==> src/rtl/pfr_pkg.sv <==
package pfr_pkg;
  typedef enum logic [2:0] {
    REG_BASE_A = 3'd0,
    REG_BASE_B = 3'd1,
    REG_CTRL   = 3'd2,
    REG_STAT   = 3'd3,
    REG_SWAP   = 3'd4,
    REG_LINE   = 3'd5
  } reg_sel_e;
endpackage

==> src/rtl/pfr_timing.sv <==
module pfr_timing #(
  parameter int H_ACTIVE = 512,
  parameter int H_TOTAL = 704,
  parameter int H_SYNC_START = 536,
  parameter int H_SYNC_LEN = 64,
  parameter int V_ACTIVE = 342,
  parameter int V_TOTAL = 370,
  parameter int V_SYNC_START = 346,
  parameter int V_SYNC_LEN = 4,
  localparam int HB = $clog2(H_TOTAL),
  localparam int VB = $clog2(V_TOTAL)
) (
  input  logic          clk,
  input  logic          rst,
  output logic [HB-1:0] hcnt,
  output logic [VB-1:0] vcnt,
  output logic          active,
  output logic          frame_evt,
  output logic          line_evt,
  output logic          de_q,
  output logic          hsync_n_q,
  output logic          vsync_n_q
);
  localparam logic [HB-1:0] H_LAST = HB'(H_TOTAL - 1);
  localparam logic [VB-1:0] V_LAST = VB'(V_TOTAL - 1);
  localparam logic [HB-1:0] H_ACT = HB'(H_ACTIVE);
  localparam logic [VB-1:0] V_ACT = VB'(V_ACTIVE);
  localparam logic [VB-1:0] V_ACT_LAST = VB'(V_ACTIVE - 1);
  localparam logic [HB-1:0] HS_LO = HB'(H_SYNC_START);
  localparam logic [HB-1:0] HS_HI = HB'(H_SYNC_START + H_SYNC_LEN);
  localparam logic [VB-1:0] VS_LO = VB'(V_SYNC_START);
  localparam logic [VB-1:0] VS_HI = VB'(V_SYNC_START + V_SYNC_LEN);

  assign active    = (hcnt < H_ACT) && (vcnt < V_ACT);
  assign line_evt  = (hcnt == H_LAST);
  assign frame_evt = line_evt && (vcnt == V_ACT_LAST);

  always_ff @(posedge clk) begin
    if (rst) begin
      hcnt <= '0;
      vcnt <= '0;
      de_q <= 1'b0;
      hsync_n_q <= 1'b1;
      vsync_n_q <= 1'b1;
    end else begin
      if (line_evt) begin
        hcnt <= '0;
        vcnt <= (vcnt == V_LAST) ? '0 : vcnt + 1'b1;
      end else begin
        hcnt <= hcnt + 1'b1;
      end
      de_q <= active;
      hsync_n_q <= !((hcnt >= HS_LO) && (hcnt < HS_HI));
      vsync_n_q <= !((vcnt >= VS_LO) && (vcnt < VS_HI));
    end
  end

  p_hcnt_range_r1: assert property (@(posedge clk) disable iff (rst) hcnt <= H_LAST);
  p_vcnt_range_r1: assert property (@(posedge clk) disable iff (rst) vcnt <= V_LAST);
  p_hsync_blank_r2: assert property (@(posedge clk) disable iff (rst) !hsync_n_q |-> !de_q);
  p_vsync_blank_r2: assert property (@(posedge clk) disable iff (rst) !vsync_n_q |-> !de_q);
endmodule

==> src/rtl/pfr_flip.sv <==
module pfr_flip #(
  parameter int ADDR_W = 24
) (
  input  logic              clk,
  input  logic              rst,
  input  logic [1:0]        base_we,
  input  logic [ADDR_W-1:0] base_wdata,
  input  logic              swap_req,
  input  logic              frame_evt,
  output logic [ADDR_W-1:0] base_a,
  output logic [ADDR_W-1:0] base_b,
  output logic [ADDR_W-1:0] shown_base,
  output logic              show_b,
  output logic              pending
);
  logic apply;
  assign apply = frame_evt && (pending || swap_req);
  assign shown_base = show_b ? base_b : base_a;

  always_ff @(posedge clk) begin
    if (rst) begin
      base_a <= '0;
      base_b <= '0;
      show_b <= 1'b0;
      pending <= 1'b0;
    end else begin
      if (base_we[0]) base_a <= base_wdata;
      if (base_we[1]) base_b <= base_wdata;
      if (apply) begin
        show_b <= !show_b;
        pending <= 1'b0;
      end else if (swap_req) begin
        pending <= 1'b1;
      end
    end
  end

  p_swap_at_retrace_r5: assert property (@(posedge clk) disable iff (rst)
    !$stable(show_b) |-> $past(frame_evt));
  p_pend_clear_r6: assert property (@(posedge clk) disable iff (rst)
    $fell(pending) |-> ($past(frame_evt) && !$stable(show_b)));
  p_pend_set_r6: assert property (@(posedge clk) disable iff (rst)
    (swap_req && !frame_evt) |=> pending);
endmodule

==> src/rtl/pfr_addr.sv <==
module pfr_addr #(
  parameter int ADDR_W = 24,
  parameter int HB = 10,
  parameter int VB = 9,
  parameter int LINE_SHIFT = 6,
  parameter int PIX_SHIFT = 3
) (
  input  logic              clk,
  input  logic              rst,
  input  logic              active,
  input  logic [HB-1:0]     hcnt,
  input  logic [VB-1:0]     vcnt,
  input  logic [ADDR_W-1:0] base,
  output logic [ADDR_W-1:0] addr_q
);
  logic [ADDR_W-1:0] line_off, pix_off;
  assign line_off = ADDR_W'(vcnt) << LINE_SHIFT;
  assign pix_off  = ADDR_W'(hcnt >> PIX_SHIFT);

  always_ff @(posedge clk) begin
    if (rst) addr_q <= '0;
    else if (active) addr_q <= base + line_off + pix_off;
  end

  p_hold_blank_r3: assert property (@(posedge clk) disable iff (rst)
    !$past(active) |-> $stable(addr_q));
endmodule

==> src/rtl/pfr_regs.sv <==
module pfr_regs
  import pfr_pkg::*;
#(
  parameter int ADDR_W = 24,
  parameter int DATA_W = 32,
  parameter int VB = 9
) (
  input  logic              clk,
  input  logic              rst,
  input  logic              we,
  input  logic [2:0]        addr,
  input  logic [1:0]        wbits,
  input  logic              frame_evt,
  input  logic              line_evt,
  input  logic              pending,
  input  logic              show_b,
  input  logic [ADDR_W-1:0] base_a,
  input  logic [ADDR_W-1:0] base_b,
  input  logic [VB-1:0]     vcnt,
  output logic [1:0]        base_we,
  output logic              swap_req,
  output logic [DATA_W-1:0] rdata,
  output logic              irq_q
);
  logic [1:0] en_q, st_q, st_set, st_clr;
  reg_sel_e sel;
  assign sel = reg_sel_e'(addr);

  assign base_we[0] = we && (sel == REG_BASE_A);
  assign base_we[1] = we && (sel == REG_BASE_B);
  assign swap_req   = we && (sel == REG_SWAP);
  assign st_set     = {line_evt, frame_evt};
  assign st_clr     = (we && (sel == REG_STAT)) ? wbits : 2'b00;

  always_ff @(posedge clk) begin
    if (rst) begin
      en_q  <= '0;
      st_q  <= '0;
      irq_q <= 1'b0;
      rdata <= '0;
    end else begin
      if (we && (sel == REG_CTRL)) en_q <= wbits;
      st_q  <= (st_q & ~st_clr) | st_set;
      irq_q <= |(st_q & en_q);
      case (sel)
        REG_BASE_A: rdata <= DATA_W'(base_a);
        REG_BASE_B: rdata <= DATA_W'(base_b);
        REG_CTRL:   rdata <= DATA_W'(en_q);
        REG_STAT:   rdata <= DATA_W'({show_b, pending, st_q});
        REG_LINE:   rdata <= DATA_W'(vcnt);
        default:    rdata <= '0;
      endcase
    end
  end

  p_sticky_vb_r7: assert property (@(posedge clk) disable iff (rst)
    (st_q[0] && !st_clr[0]) |=> st_q[0]);
  p_sticky_ln_r7: assert property (@(posedge clk) disable iff (rst)
    (st_q[1] && !st_clr[1]) |=> st_q[1]);
  p_irq_masked_r8: assert property (@(posedge clk) disable iff (rst)
    (en_q == 2'b00) |=> !irq_q);
endmodule

==> src/rtl/page_flip_raster.sv <==
module page_flip_raster #(
  parameter int H_ACTIVE = 512,
  parameter int H_TOTAL = 704,
  parameter int H_SYNC_START = 536,
  parameter int H_SYNC_LEN = 64,
  parameter int V_ACTIVE = 342,
  parameter int V_TOTAL = 370,
  parameter int V_SYNC_START = 346,
  parameter int V_SYNC_LEN = 4,
  parameter int ADDR_W = 24,
  parameter int DATA_W = 32,
  parameter int LINE_SHIFT = 6,
  parameter int PIX_SHIFT = 3
) (
  input  logic              clk,
  input  logic              rst,
  input  logic              host_we,
  input  logic [2:0]        host_addr,
  input  logic [DATA_W-1:0] host_wdata,
  output logic [DATA_W-1:0] host_rdata,
  output logic              irq,
  output logic              hsync_n,
  output logic              vsync_n,
  output logic              de,
  output logic [ADDR_W-1:0] fetch_addr
);
  localparam int HB = $clog2(H_TOTAL);
  localparam int VB = $clog2(V_TOTAL);

  logic [HB-1:0] hcnt;
  logic [VB-1:0] vcnt;
  logic active, frame_evt, line_evt, swap_req, show_b, pending;
  logic [1:0] base_we;
  logic [ADDR_W-1:0] base_a, base_b, shown_base;

  generate
    if (DATA_W > ADDR_W) begin : g_wide
      logic unused_hi;
      assign unused_hi = ^host_wdata[DATA_W-1:ADDR_W];
    end
  endgenerate

  pfr_timing #(
    .H_ACTIVE(H_ACTIVE), .H_TOTAL(H_TOTAL), .H_SYNC_START(H_SYNC_START), .H_SYNC_LEN(H_SYNC_LEN),
    .V_ACTIVE(V_ACTIVE), .V_TOTAL(V_TOTAL), .V_SYNC_START(V_SYNC_START), .V_SYNC_LEN(V_SYNC_LEN)
  ) u_timing (
    .clk(clk), .rst(rst), .hcnt(hcnt), .vcnt(vcnt), .active(active),
    .frame_evt(frame_evt), .line_evt(line_evt),
    .de_q(de), .hsync_n_q(hsync_n), .vsync_n_q(vsync_n)
  );

  pfr_flip #(.ADDR_W(ADDR_W)) u_flip (
    .clk(clk), .rst(rst), .base_we(base_we), .base_wdata(host_wdata[ADDR_W-1:0]),
    .swap_req(swap_req), .frame_evt(frame_evt), .base_a(base_a), .base_b(base_b),
    .shown_base(shown_base), .show_b(show_b), .pending(pending)
  );

  pfr_addr #(
    .ADDR_W(ADDR_W), .HB(HB), .VB(VB), .LINE_SHIFT(LINE_SHIFT), .PIX_SHIFT(PIX_SHIFT)
  ) u_addr (
    .clk(clk), .rst(rst), .active(active), .hcnt(hcnt), .vcnt(vcnt),
    .base(shown_base), .addr_q(fetch_addr)
  );

  pfr_regs #(.ADDR_W(ADDR_W), .DATA_W(DATA_W), .VB(VB)) u_regs (
    .clk(clk), .rst(rst), .we(host_we), .addr(host_addr), .wbits(host_wdata[1:0]),
    .frame_evt(frame_evt), .line_evt(line_evt), .pending(pending), .show_b(show_b),
    .base_a(base_a), .base_b(base_b), .vcnt(vcnt), .base_we(base_we),
    .swap_req(swap_req), .rdata(host_rdata), .irq_q(irq)
  );
endmodule

==> config.mk <==
export PLATFORM = sky130hd
export DESIGN_NAME = page_flip_raster
export DESIGN_NICKNAME = d
export VERILOG_FILES = /design/src/rtl/pfr_pkg.sv /design/src/rtl/pfr_timing.sv /design/src/rtl/pfr_flip.sv /design/src/rtl/pfr_addr.sv /design/src/rtl/pfr_regs.sv /design/src/rtl/page_flip_raster.sv
export SDC_FILE = /design/constraint.sdc
export NUM_CORES = 1
export LEC_CHECK = 0
export BUFFER_PORTS_ARGS = -buffer_cell sky130_fd_sc_hd__buf_2
export CAP_MARGIN = 25
export CORE_ASPECT_RATIO = 1.2
export CORE_MARGIN = 2
export CORE_UTILIZATION = 57
export CTS_CLUSTER_SIZE = 24
export DETAILED_ROUTE_END_ITERATION = 12
export PLACE_DENSITY = 0.9
export SYNTH_ARGS = -nofsm -noshare
export SYNTH_HDL_FRONTEND = slang
export SYNTH_SLANG_ARGS = --single-unit
==> constraint.sdc <==
create_clock -name clk -period 4.95 [get_ports clk]
set_clock_uncertainty 0.05 [all_clocks]
set_input_delay 0.2475 -clock clk [delete_from_list [all_inputs] [get_ports clk]]
set_output_delay 0.2475 -clock clk [all_outputs]
set_load 0.01 [all_outputs]
* Yosys cells after proc, flatten, opt, wreduce, memory -nomap -nowiden
Cells that the tools add are included.
** Storage, ports and cells
- Flip-flop bits (word level) :: 133
- Input bits :: 38
- Output and inout bits :: 60
- Logic and storage cells :: 58
** Cells by class
- $add $sub $neg :: 4
- Magnitude comparators :: 6
- Equal/unequal tests :: 8
- Mux-type cells :: 4
- Bitwise operators :: 4
- Reduce and logical (&&, ||, !) cells :: 18
** Operators with widths (count)
- $pmux W24 S5 :: 1
- $add A24 B15 Y24 :: 1
- $add A24 B7 Y24 :: 1
- $mux W24 :: 1
- $lt A10 B10 Y1 const B :: 2
- $eq A9 B9 Y1 const B :: 2
- $lt A9 B9 Y1 const B :: 2
- $add A10 B1 Y10 const B :: 1
- $eq A10 B10 Y1 const B :: 1
- $ge A10 B10 Y1 const B :: 1
- $logic_and A1 B1 Y1 :: 10
- $add A9 B1 Y9 const B :: 1
- $ge A9 B9 Y1 const B :: 1
- $mux W9 :: 1
- $eq A3 B2 Y1 const B :: 2
- $eq A3 B3 Y1 const B :: 2
- $reduce_or A2 Y1 :: 3
- $and A2 B2 Y2 :: 2
- $eq A3 B1 Y1 const B :: 1
- $logic_not A1 Y1 :: 3
- $logic_not A3 Y1 :: 1
- $mux W2 :: 1
- $not A2 Y2 :: 1
- $or A2 B2 Y2 :: 1
- $logic_or A1 B1 Y1 :: 1

* Depth between registers and ports, before layout
- Depth after elaboration :: 6
- Mapped depth :: 15

* By module
From an unflattened synthesis, not the netlist that was laid out.
** Second synthesis, totals
- Cells, all modules :: 691
- Area total of the unflattened synthesis :: 6522.5 sq um
** Modules (own cells, without submodules)
- pfr_flip :: instances 1, cells an instance 191, area an instance 2098.3 sq um, sequential area each 1001.0 sq um
- pfr_addr :: instances 1, cells an instance 238, area an instance 2033.2 sq um, sequential area each 480.5 sq um
- pfr_regs :: instances 1, cells an instance 136, area an instance 1338.8 sq um, sequential area each 580.6 sq um
- pfr_timing :: instances 1, cells an instance 126, area an instance 1052.3 sq um, sequential area each 440.4 sq um

* Worst setup path before layout
OpenSTA, ideal clock, no wires.
- Path type :: register to register
- From :: register u_flip.show_b
- To :: register u_addr.addr_q[21]
- Setup time :: 0.106 ns
- Arrival :: 3.547 ns
- Slack :: 1.247 ns
- Stages on the path, launching flop included :: 15
- Period minus slack after synthesis :: 3.703 ns
- Cells stage by stage :: dfxtp_1 buf_2 buf_2 buf_1 buf_2 mux2_2 ha_1 ha_1 a21oi_1 nand2_1 o21ai_1 a21oi_1 o211a_1 a2111o_1 o311ai_0
** On the way
- Cells in the longest elaborated chain, start to end :: 3
** Ends and longest elaborated chain
- from (decl) :: RTL line pfr_flip.sv:13 : output logic show_b,
- from (signal assigned) :: RTL line pfr_flip.sv:30 : show_b <= !show_b;
- $mux W24 :: RTL line pfr_flip.sv:18 : assign shown_base = show_b ? base_b : base_a;
- $add A24 B15 Y24 :: RTL line pfr_addr.sv:22 : else if (active) addr_q <= base + line_off + pix_off;
- $add A24 B7 Y24 :: RTL line pfr_addr.sv:22
- to (signal assigned) :: RTL line pfr_addr.sv:22
- to (decl) :: RTL line pfr_addr.sv:14 : output logic [ADDR_W-1:0] addr_q
No other way between the ends.
A chain may end at the register's enable or synchronous reset.

* Worst setup path in the final report
- From :: register u_flip.show_b
- To :: register u_addr.addr_q[22]
The elaborated chain is that of the path after synthesis.

==> metrics.md <==
| Metric | Value |
|---|---|
| Gr busiest metal | met2 |
| CP Cell Sequence | buf_4, mux2_2, ha_1, ha_1, a21oi_1, nand2_1, a221oi_1, nand2_1, a31oi_1, mux2i_1, o21ai_0 |
| Setup Buffers After CTS | 0 |
| RD Place Congestion | 0.879 |
| Antenna-violating nets left | 0 |
| Leakage dissipation | 3.03 nW |
| Cts hold-fix bufs | 0 |
| Reg area | 2500 um2 |
| Core area | 10,600 um2 |
| Met2 global-route usage | 46.6% |
| Post-synthesis sequential area ratio | 40.4% |
| FF+latch count, synth | 125 |
| Initial antenna violation count | 1 |
| Worst reg2reg setup slack | 0.98 ns |
| Number of distinct library cells after synthesis | 61 |
| DIE WIDTH | 99.2 um |
| Routing usage on met3 | 7.16% |
| Vias | 5,722 |
| Cell Pwr Density | 330 nW/um2 |
| Outcome | completed |
| Final Power | 2.38 mW |
| Iter 0 DRT Violations | 520 |
| Critical Path RT | 5.21 ns |
| Post-synth top area cell | dfxtp_1 |
| Largest net degree at the start of global routing | 88 |
| Most used DFF post-synth | dfxtp_1 |
| Clock-pin slew on the worst setup and hold paths | 0.06 ns |
| Placed Area | 6610 um2 |
| Crit-path max FO | 23 |
| Layout area overhead | 16.4% |
| Drt pass-1 iters | 6 |
| Clock buffer depth | 2 |
| Synth area leaders | dfxtp_1 (40%), nand2_1 (9.4%), a21oi_1 (6.5%) |
| Crit path capture type | flop |
| Overflow after GRT | 0 |
| Initial Util | 58.6% |
| Setup TNS | 0 ns |
| Setup violators final | 0 |
| Detailed Route WL | 16,000 um |
| Worst-Skew Late Latency | 0.43 ns |
| Share of post-route cells with drive strength above 1 | 17.3% |
| GR Util All Layers | 27.7% |
| Synth top area share | 40.4% |
| Minimum clock period | 3.97 ns |
| F_max | 252 MHz |
| Period Utilization, post-route | 80.2% |
| Io pins | 98 |
| CTS resizes | 0 |
| Hold crit path type | in -> reg |
| Nets | 892 |
| Met1 Use GR | 30.8% |
| Hpwl dp | 10,500 um |
| Max cap viols | 0 |
| CP Data Arrival Time | 4.23 ns |
| # fillers | 794 |
| Vias per cell | 5.94 |
| H-Tree Level Count | 4 |
| Clock buffer count from CTS | 17 |
| Slew margin rel. | 36.8% |
| Max rail drop VDD | 0.193 mV |
| Num Clock Sinks | 125 |
| Async SR Flop Fraction | 0% |
| Final Hold Vio Count | 0 |
| Slew Viols, Final | 0 |
| Design Area, Final | 7210 um2 |
| Post-route DRC | 0 |
| Cells after synthesis | 755 |
| Worst path max stage delay | 0.76 ns |
| # port buffers | 81 |
| Die area | 11,700 um2 |
| Worst Tran Pin Value | 0.946 ns |
| CP Class | reg -> reg |
| Yosys warns | 0 |
| Avg Synthesized Cell Area | 8.21 um2 |
| Startpoint types | flop |
| Die height | 118 um |
| Cell area after synthesis | 6200 um2 |
| Avg WL per Cell | 16.6 um |
| CTS tree | done |
| # rows | 41 |
| Vias in the first global route | 5,512 |
| CTS root buf | clkbuf_16 |
| Critical Path Slowest Stage Cell | dfxtp_1 |
| Multi-input gate area | 3440 um2 |
| EDFF count, synth | 0 |
| Unrepaired setup endpoints after global routing | no |
| First-pass GRT wire length | 26,000 um |
-- layer usage --
metal / part of all wire (%) / wire [um]
met5: 0 / 0
met4: 5.7 / 912
met3: 6.5 / 1040
met2: 50 / 8070
met1: 37 / 5960
-- stage by stage --
step | cells | hold slack, ns | util [%] | worst slack, ns
global route | 963 | 0.0243 | 68.2 | 0.718
finish | 963 | 0.0153 | 68.2 | 0.982
floorplan | 762 | 0.333 | - | 1.25
CTS | 962 | 0.0185 | 68.2 | 1.04
detailed placement | 930 | 0.394 | 62.6 | 1.07
global placement | 930 | 0.387 | 62.6 | 1.17
-- worst max-delay path, delay by kind of cell, from the launching register on --
family | cells | cell delay [ns]
mux | 2 | 0.63
buf+inv | 1 | 0.42
fa+ha+maj | 2 | 0.67
simple gates | 2 | 0.22
compound gates | 4 | 1.10
flops | 1 | 0.76
-- sequential cells by signal, indices dropped and copies added (netlist names), 2 cells and up --
| register | count |
|---|---|
| u_flip.base_a | 24 |
| u_timing.hcnt | 10 |
| u_flip.base_b | 24 |
| u_timing.vcnt | 9 |
| u_addr.addr_q | 24 |
| u_regs.en_q | 2 |
| u_regs.st_q | 2 |
| u_regs.rdata | 24 |
-- layout by cell type (no fill, tap or decap), types with 4 or more instances in the layout --
cell	synthesis	routed
buf_2	11	81
inv_1	12	12
or4_1	4	4
nor3_1	12	12
a22o_1	4	4
a31oi_1	10	10
buf_4	8	7
nor2_1	65	65
conb_1	1	8
nor4_1	4	4
nand3_1	28	28
nand4_1	9	9
o211ai_1	4	4
a22oi_1	16	16
mux2i_1	23	23
clkbuf_16	0	17
nand2_1	155	155
or3_1	4	4
o21ai_0	16	16
xnor2_1	14	14
mux2_2	16	16
o21ai_1	4	4
nand2b_1	6	6
dfxtp_1	125	125
a21oi_1	80	80
ha_1	32	32
nor2b_1	5	5
xor2_1	12	12
-- cell usage after synthesis (5+ instances only) --
library cell / n
nand2_1: 155
dfxtp_1: 125
a21oi_1: 80
nor2_1: 65
ha_1: 32
nand3_1: 28
clkbuf_1: 25
mux2i_1: 23
a22oi_1: 16
mux2_2: 16
o21ai_0: 16
xnor2_1: 14
inv_1: 12
nor3_1: 12
xor2_1: 12
buf_2: 11
a31oi_1: 10
nand4_1: 9
buf_4: 8
nand2b_1: 6
buf_1: 5
nor2b_1: 5
-- report_power, final --
| group | switching (mW) | internal (mW) |
|---|---|---|
| Clock | 0.470 | 0.770 |
| Sequential | 0.0111 | 1.02 |
| Combinational | 0.0747 | 0.0344 |
| Total | 0.556 | 1.83 |
-- area by class of cell --
class	instances	area share [%]
diodes	1	0.0347
clock inverters	12	1.89
multi-input cells	574	47.7
repair buffers	88	6.35
flip-flops and latches	125	34.7
inverters	14	0.729
clock buffers	20	6.33
well taps	129	2.24
-- final timing paths --
| path | start | cells past startpoint | end |
|---|---|---|---|
| max reg2reg | u_flip.show_b$_SDFFE_PP0P_ | 11 | u_addr.addr_q[22]$_SDFFE_PP0P_ |
| max | u_flip.show_b$_SDFFE_PP0P_ | 11 | u_addr.addr_q[22]$_SDFFE_PP0P_ |
| min | host_wdata[7] | 3 | u_flip.base_b[7]$_SDFFE_PP0P_ |
| min reg2reg | u_addr.addr_q[7]$_SDFFE_PP0P_ | 2 | u_addr.addr_q[7]$_SDFFE_PP0P_ |
-- logic make-up after synthesis --
group	count (synthesis)	synth area share, %
and+or+nand+nor	314	22.9
AOI/OAI and AO/OA	153	14.8
DFF	125	40.4
buffers and inverters	63	4.52
muxes	39	6.62
adders and majority gates	34	7.11
xor gates and xnor gates	26	3.68
other	1	0.0605
No activity file was read; power rests on OpenSTA's default activity.
